**src/rtl/dps_pkg.sv**
```systemverilog
package dps_pkg;

  // register select encoding on the byte bus
  typedef enum logic {
    SEL_LOW  = 1'b0,
    SEL_HIGH = 1'b1
  } byte_sel_e;

  // fast-filter alignment: ratio multiple of 2**FAST_BITS
  localparam int FAST_BITS = 3;

endpackage

```
**src/rtl/dps_regfile.sv**
```systemverilog
module dps_regfile
  import dps_pkg::*;
#(
  parameter int DATA_W = 8,
  parameter int SET_W  = 11
) (
  input  logic              clk,
  input  logic              rst,
  input  logic              run,
  input  logic              wr_en,
  input  logic              wr_sel,
  input  logic [DATA_W-1:0] wr_data,
  input  logic              rd_sel,
  output logic [DATA_W-1:0] rd_data,
  output logic [SET_W-1:0]  setting
);

  localparam int HI_W  = SET_W - DATA_W;
  localparam int PAD_W = DATA_W - HI_W;

  logic [DATA_W-1:0] lo_q;
  logic [HI_W-1:0]   hi_q;
  logic              wr_ok;
  byte_sel_e         wsel;
  byte_sel_e         rsel;

  assign wsel  = byte_sel_e'(wr_sel);
  assign rsel  = byte_sel_e'(rd_sel);
  assign wr_ok = wr_en && !run;

  always_ff @(posedge clk) begin
    if (rst) begin
      lo_q <= '1;
      hi_q <= '1;
    end else if (wr_ok) begin
      if (wsel == SEL_LOW) lo_q <= wr_data;
      else                 hi_q <= wr_data[HI_W-1:0];
    end
  end

  always_ff @(posedge clk) begin
    if (rst) rd_data <= '0;
    else if (rsel == SEL_LOW) rd_data <= lo_q;
    else rd_data <= {{PAD_W{1'b0}}, hi_q};
  end

  assign setting = {hi_q, lo_q};

endmodule

```
**src/rtl/dps_period_calc.sv**
```systemverilog
module dps_period_calc
  import dps_pkg::*;
#(
  parameter int SET_W   = 11,
  parameter int MIN_SET = 19
) (
  input  logic             clk,
  input  logic             rst,
  input  logic [SET_W-1:0] setting,
  input  logic             fast_mode,
  output logic [SET_W-1:0] eff_set,
  output logic             fast_err
);

  localparam logic [SET_W-1:0] FLOOR = SET_W'(MIN_SET);

  always_comb begin
    if (setting < FLOOR) eff_set = FLOOR;
    else                 eff_set = setting;
  end

  always_ff @(posedge clk) begin
    if (rst) fast_err <= 1'b0;
    else     fast_err <= fast_mode && (eff_set[FAST_BITS-1:0] != '1);
  end

endmodule

```
**src/rtl/dps_counter.sv**
```systemverilog
module dps_counter #(
  parameter int SET_W    = 11,
  parameter int STEP_CYC = 128
) (
  input  logic             clk,
  input  logic             rst,
  input  logic             run,
  input  logic             ce,
  input  logic [SET_W-1:0] eff_set,
  output logic             strobe
);

  logic             step_last;
  logic [SET_W-1:0] ratio_q;
  logic             ratio_last;

  generate
    if (STEP_CYC > 1) begin : g_pre
      localparam int PRE_W = $clog2(STEP_CYC);
      localparam logic [PRE_W-1:0] PRE_TOP = PRE_W'(STEP_CYC - 1);
      logic [PRE_W-1:0] pre_q;
      always_ff @(posedge clk) begin
        if (rst || !run) pre_q <= '0;
        else if (ce)     pre_q <= (pre_q == PRE_TOP) ? '0 : pre_q + 1'b1;
      end
      assign step_last = (pre_q == PRE_TOP);
    end else begin : g_nopre
      assign step_last = 1'b1;
    end
  endgenerate

  assign ratio_last = (ratio_q == eff_set);

  always_ff @(posedge clk) begin
    if (rst || !run) ratio_q <= '0;
    else if (ce && step_last) ratio_q <= ratio_last ? '0 : ratio_q + 1'b1;
  end

  always_ff @(posedge clk) begin
    if (rst) strobe <= 1'b0;
    else     strobe <= run && ce && step_last && ratio_last;
  end

endmodule

```
**src/rtl/dps_strobe_gen.sv**
```systemverilog
module dps_strobe_gen #(
  parameter int DATA_W   = 8,
  parameter int SET_W    = 11,
  parameter int STEP_CYC = 128,
  parameter int MIN_SET  = 19
) (
  input  logic              clk,
  input  logic              rst,
  input  logic              mod_ce,
  input  logic              run,
  input  logic              wr_en,
  input  logic              wr_sel,
  input  logic [DATA_W-1:0] wr_data,
  input  logic              rd_sel,
  output logic [DATA_W-1:0] rd_data,
  input  logic              fast_mode,
  output logic              word_strobe,
  output logic              fast_err
);

  logic [SET_W-1:0] setting_w;
  logic [SET_W-1:0] eff_w;

  dps_regfile #(.DATA_W(DATA_W), .SET_W(SET_W)) u_regs (
    .clk(clk), .rst(rst), .run(run),
    .wr_en(wr_en), .wr_sel(wr_sel), .wr_data(wr_data),
    .rd_sel(rd_sel), .rd_data(rd_data), .setting(setting_w)
  );

  dps_period_calc #(.SET_W(SET_W), .MIN_SET(MIN_SET)) u_calc (
    .clk(clk), .rst(rst), .setting(setting_w), .fast_mode(fast_mode),
    .eff_set(eff_w), .fast_err(fast_err)
  );

  dps_counter #(.SET_W(SET_W), .STEP_CYC(STEP_CYC)) u_cnt (
    .clk(clk), .rst(rst), .run(run), .ce(mod_ce),
    .eff_set(eff_w), .strobe(word_strobe)
  );

endmodule

```
**config.mk**
```make
export PLATFORM = sky130hd
export DESIGN_NAME = dps_strobe_gen
export DESIGN_NICKNAME = d
export VERILOG_FILES = /design/src/rtl/dps_pkg.sv /design/src/rtl/dps_regfile.sv /design/src/rtl/dps_period_calc.sv /design/src/rtl/dps_counter.sv /design/src/rtl/dps_strobe_gen.sv
export SDC_FILE = /design/constraint.sdc
export NUM_CORES = 1
export LEC_CHECK = 0
export CORE_MARGIN = 1.5
export CORE_UTILIZATION = 50
export CTS_CLUSTER_SIZE = 12
export DETAILED_ROUTE_END_ITERATION = 16
export DONT_BUFFER_PORTS = 1
export PLACE_DENSITY = 0.64
export SYNTH_ARGS = -nofsm -noshare
export SYNTH_HDL_FRONTEND = slang
export SYNTH_HIERARCHICAL = 1
export SYNTH_SLANG_ARGS = --single-unit
```
**constraint.sdc**
```tcl
create_clock -name clk -period 2.5 [get_ports clk]
set_clock_uncertainty 0.1 [all_clocks]
set_input_delay 0.5 -clock clk [delete_from_list [all_inputs] [get_ports clk]]
set_output_delay 0.5 -clock clk [all_outputs]
set_load 0.005 [all_outputs]
```
==> impl_metrics.yaml <==
routing:
  drc_errors: 0
  wl_per_cell_um: 14.7
  routed_via_density: 5.57
  dr.first_iter.drc_count: 83
  drt-pass1-iter-count: 4
  drt-total-wl_mm: 3.75
  ant_nets: 0
  vias: 1421
clocking:
  cts.sinks: 39
  post_cts_resized: 0
  insertion_delay_ns: 0.28
  cts_tree: "yes"
  cts-root-buf: "clkbuf_8"
  cts_max_level: 2
  cts_setup_buffers: 0
  cts_hold_buf: 0
  clk_path_buf_depth: 2
  cts-buffers-inserted: 5
  clkTransAtPathRegs_ns: 0.07
power:
  power_density_nw_per_um2: 571
  combPwrFrac_pct: 4.5
  p_seq_share_pct: 57.6
  power_frac_clock_pct: 37.9
  vdd_drop_max_mv: 0.299
  power.switching_w: 0.000245
  power.leakage_nw: 0.776
  swShare_pct: 21.6
  intPower_w: 0.000888
sta:
  rsz0062_at_grt: "false"
  fin_tns_setup_ns: 0
  final_max_slew_viol_count: 0
  max_slew.worst_pin.slew_ns: 0.480
  period_share_pct: 93.7
  whs_ns: 0.182
  setup_violations: 0
  hold_viol: 0
  max_freq_mhz: 427
  slew_headroom_pct: 67.9
  period_needed_ns: 2.34
logic_synthesis:
  async_reset_ff_share_pct: 0
  synth_seq_cells: 39
  synth_ff_type: "dfxtp_1"
  yosysTopAreaCellShare_pct: 40.9
  synth_cell_types: 39
  synth.most_common_cell: "dfxtp_1"
  synth_edf_count: 0
  synth_area_sq_um: 1910
  ys_seq_area_share_pct: 40.9
  synth_commonest_cells: "dfxtp_1 (39), nor2_1 (35), mux2i_1 (15), xor2_1 (15), nand2_1 (14)"
  synth_top_area_cell: "dfxtp_1"
  synth.area.top_cells: "dfxtp_1 (41%), mux2i_1 (7.9%), nor2_1 (6.9%)"
  avgSynthCellArea_sq_um: 8.99
  synth_nets: 230
  netlist_instances: 212
  yosys_warnings: 6
setup_path:
  cp_data_arrival_time_ns: 2.40
  worstSetupEndpointType: "register"
  cp_max_fo: 12
  worstPathCellList: "nor4_4 > a21boi_0 > xor2_1 > nor4_2 > nand3_2 > nand2_2 > o211ai_1"
  reg2reg_slack_ns: 0.16
  start_kind: "register"
  crit_required_ns: 2.56
  slowest_delay_ns: 0.39
  critPathKind: "reg -> reg"
  crit_slowest_cell: "nor4_4"
placed_design:
  dp_hpwl_mm: 2.80
  io_buffers: 0
  gp_congestion: 0.819
  place_area_sq_um: 1890
layout:
  final_layout_size_suffix_gt1_share_pct: 11.1
  fillCellCount: 333
  stdcell_area_sq_um: 1980
  fin_nets: 224
  n_antenna_cell: 0
  syn_to_final_growth_pct: 4.07
run_status:
  status: "finished clean"
hold_path:
  hold_class: "in -> reg"
floorplan:
  core_area_sq_um: 3660
  die_w_um: 64.8
  die_h_um: 64.8
  dieArea_sq_um: 4190
  rows: 22
  pin_count: 26
  start_util_pct: 52.1
global_route:
  grt_pass1_vias: 1394
  grt_pass1_wl_mm: 6.41
  overflow: 0
  antenna_found_initial: 0
  grt_max_degree: 27
  grt_usage_pct: 20.1
job:
  drv_cap: 0
[path summary, 6_finish.rpt]
check | startpoint | to | depth (start not counted)
min | rst | u_regs/rd_data[1]$_SDFF_PP0_ | 1
max reg2reg | u_regs/hi_q[2]$_SDFFE_PP1P_ | u_cnt/ratio_q[9]$_SDFFE_PP0P_ | 7
max | u_regs/hi_q[2]$_SDFFE_PP1P_ | u_cnt/ratio_q[9]$_SDFFE_PP0P_ | 7
min reg2reg | u_regs/lo_q[3]$_SDFFE_PP1P_ | u_regs/rd_data[3]$_SDFF_PP0_ | 1
[layer usage]
metal	vias to the layer above	track usage, %	routed length, um
met2	30	31.7	1830
met1	668	25.5	1730
met4	0	8.78	28
li1	721	-	-
met5	-	0	0
met3	2	5.56	164
[layout by cell type, fill, tap and decap left out]
| cell type | count |
|---|---|
| nor3_1 | 5 |
| a21boi_0 | 1 |
| a22oi_1 | 4 |
| nand2_2 | 1 |
| a311oi_2 | 1 |
| a31oi_1 | 1 |
| nand2_1 | 13 |
| a21o_2 | 1 |
| nand3_2 | 1 |
| xnor2_1 | 2 |
| a311oi_1 | 1 |
| and3_2 | 5 |
| and2_1 | 8 |
| o21ai_0 | 6 |
| inv_1 | 2 |
| ha_1 | 2 |
| o41ai_1 | 5 |
| nor4_2 | 2 |
| o41a_1 | 1 |
| o211ai_1 | 1 |
| a21oi_1 | 3 |
| clkbuf_1 | 1 |
| and3_1 | 2 |
| nand4_1 | 6 |
| mux2i_1 | 15 |
| dfxtp_1 | 39 |
| clkbuf_8 | 6 |
| a21boi_2 | 1 |
| or2_2 | 1 |
| xor2_1 | 15 |
| nand2b_1 | 3 |
| nand3b_1 | 1 |
| or3b_1 | 1 |
| nor4_4 | 1 |
| nor2_1 | 35 |
| clkinv_4 | 1 |
| nand3_1 | 9 |
| buf_4 | 2 |
| nor2b_1 | 1 |
| and4_1 | 1 |
[cell families after synthesis]
| logic type | Yosys count | synth area share, % |
|---|---|---|
| AO/OA/AOI/OAI | 26 | 10.2 |
| multiplexers | 15 | 7.87 |
| XOR/XNOR | 17 | 7.81 |
| flip-flops | 39 | 40.9 |
| buffers and inverters | 17 | 5.38 |
| adder cells (fa/ha/maj) | 2 | 1.31 |
| AND/OR/NAND/NOR | 96 | 26.4 |
[registers in the layout, summed over array words and instances (netlist names)]
signal,flops
u_cnt/g_pre.pre_q,7
u_regs/rd_data,8
u_cnt/strobe,1
u_regs/lo_q,8
u_regs/hi_q,3
u_calc/fast_err,1
u_cnt/ratio_q,11
[per-stage QoR]
step,cells,utilization [%],setup slack [ns],total power (W)
after floorplan,212,-,0.470,0.000710
after global placement,247,51.5,0.266,0.000715
after detailed placement,247,51.5,0.141,0.000717
after CTS,255,54.1,0.115,0.00115
after global routing,255,54.2,0.0402,0.00119
final,255,54.2,0.157,0.00113
[critical path, delay by kind of cell, from the launching register on]
kind	cells	cell delay, ns
compound gates	2	0.28
xor+xnor	1	0.18
flops	1	0.36
simple gates	4	1.30
[power by group through the flow]
stage | combinational (W) | clock, W | sequential, W
2_1_floorplan | 0.0000482 | 0 | 0.000662
3_5_place_dp | 0.0000509 | 0 | 0.000666
6_report | 0.0000510 | 0.000429 | 0.000652
4_1_cts | 0.0000510 | 0.000448 | 0.000652
3_3_place_gp | 0.0000489 | 0 | 0.000666
5_1_grt | 0.0000571 | 0.000480 | 0.000654
[cell type report]
type	instances	area, sq um	area share [%]
multi-input combinational	156	1030	51.7
sequential	39	781	39.3
clock inverter	1	8.76	0.441
clock buffer	7	86.3	4.35
timing repair buffer	2	15.0	0.757
tap	48	60.1	3.03
inverter	2	7.51	0.378
Note: power is estimated with default switching activity, not from simulation.
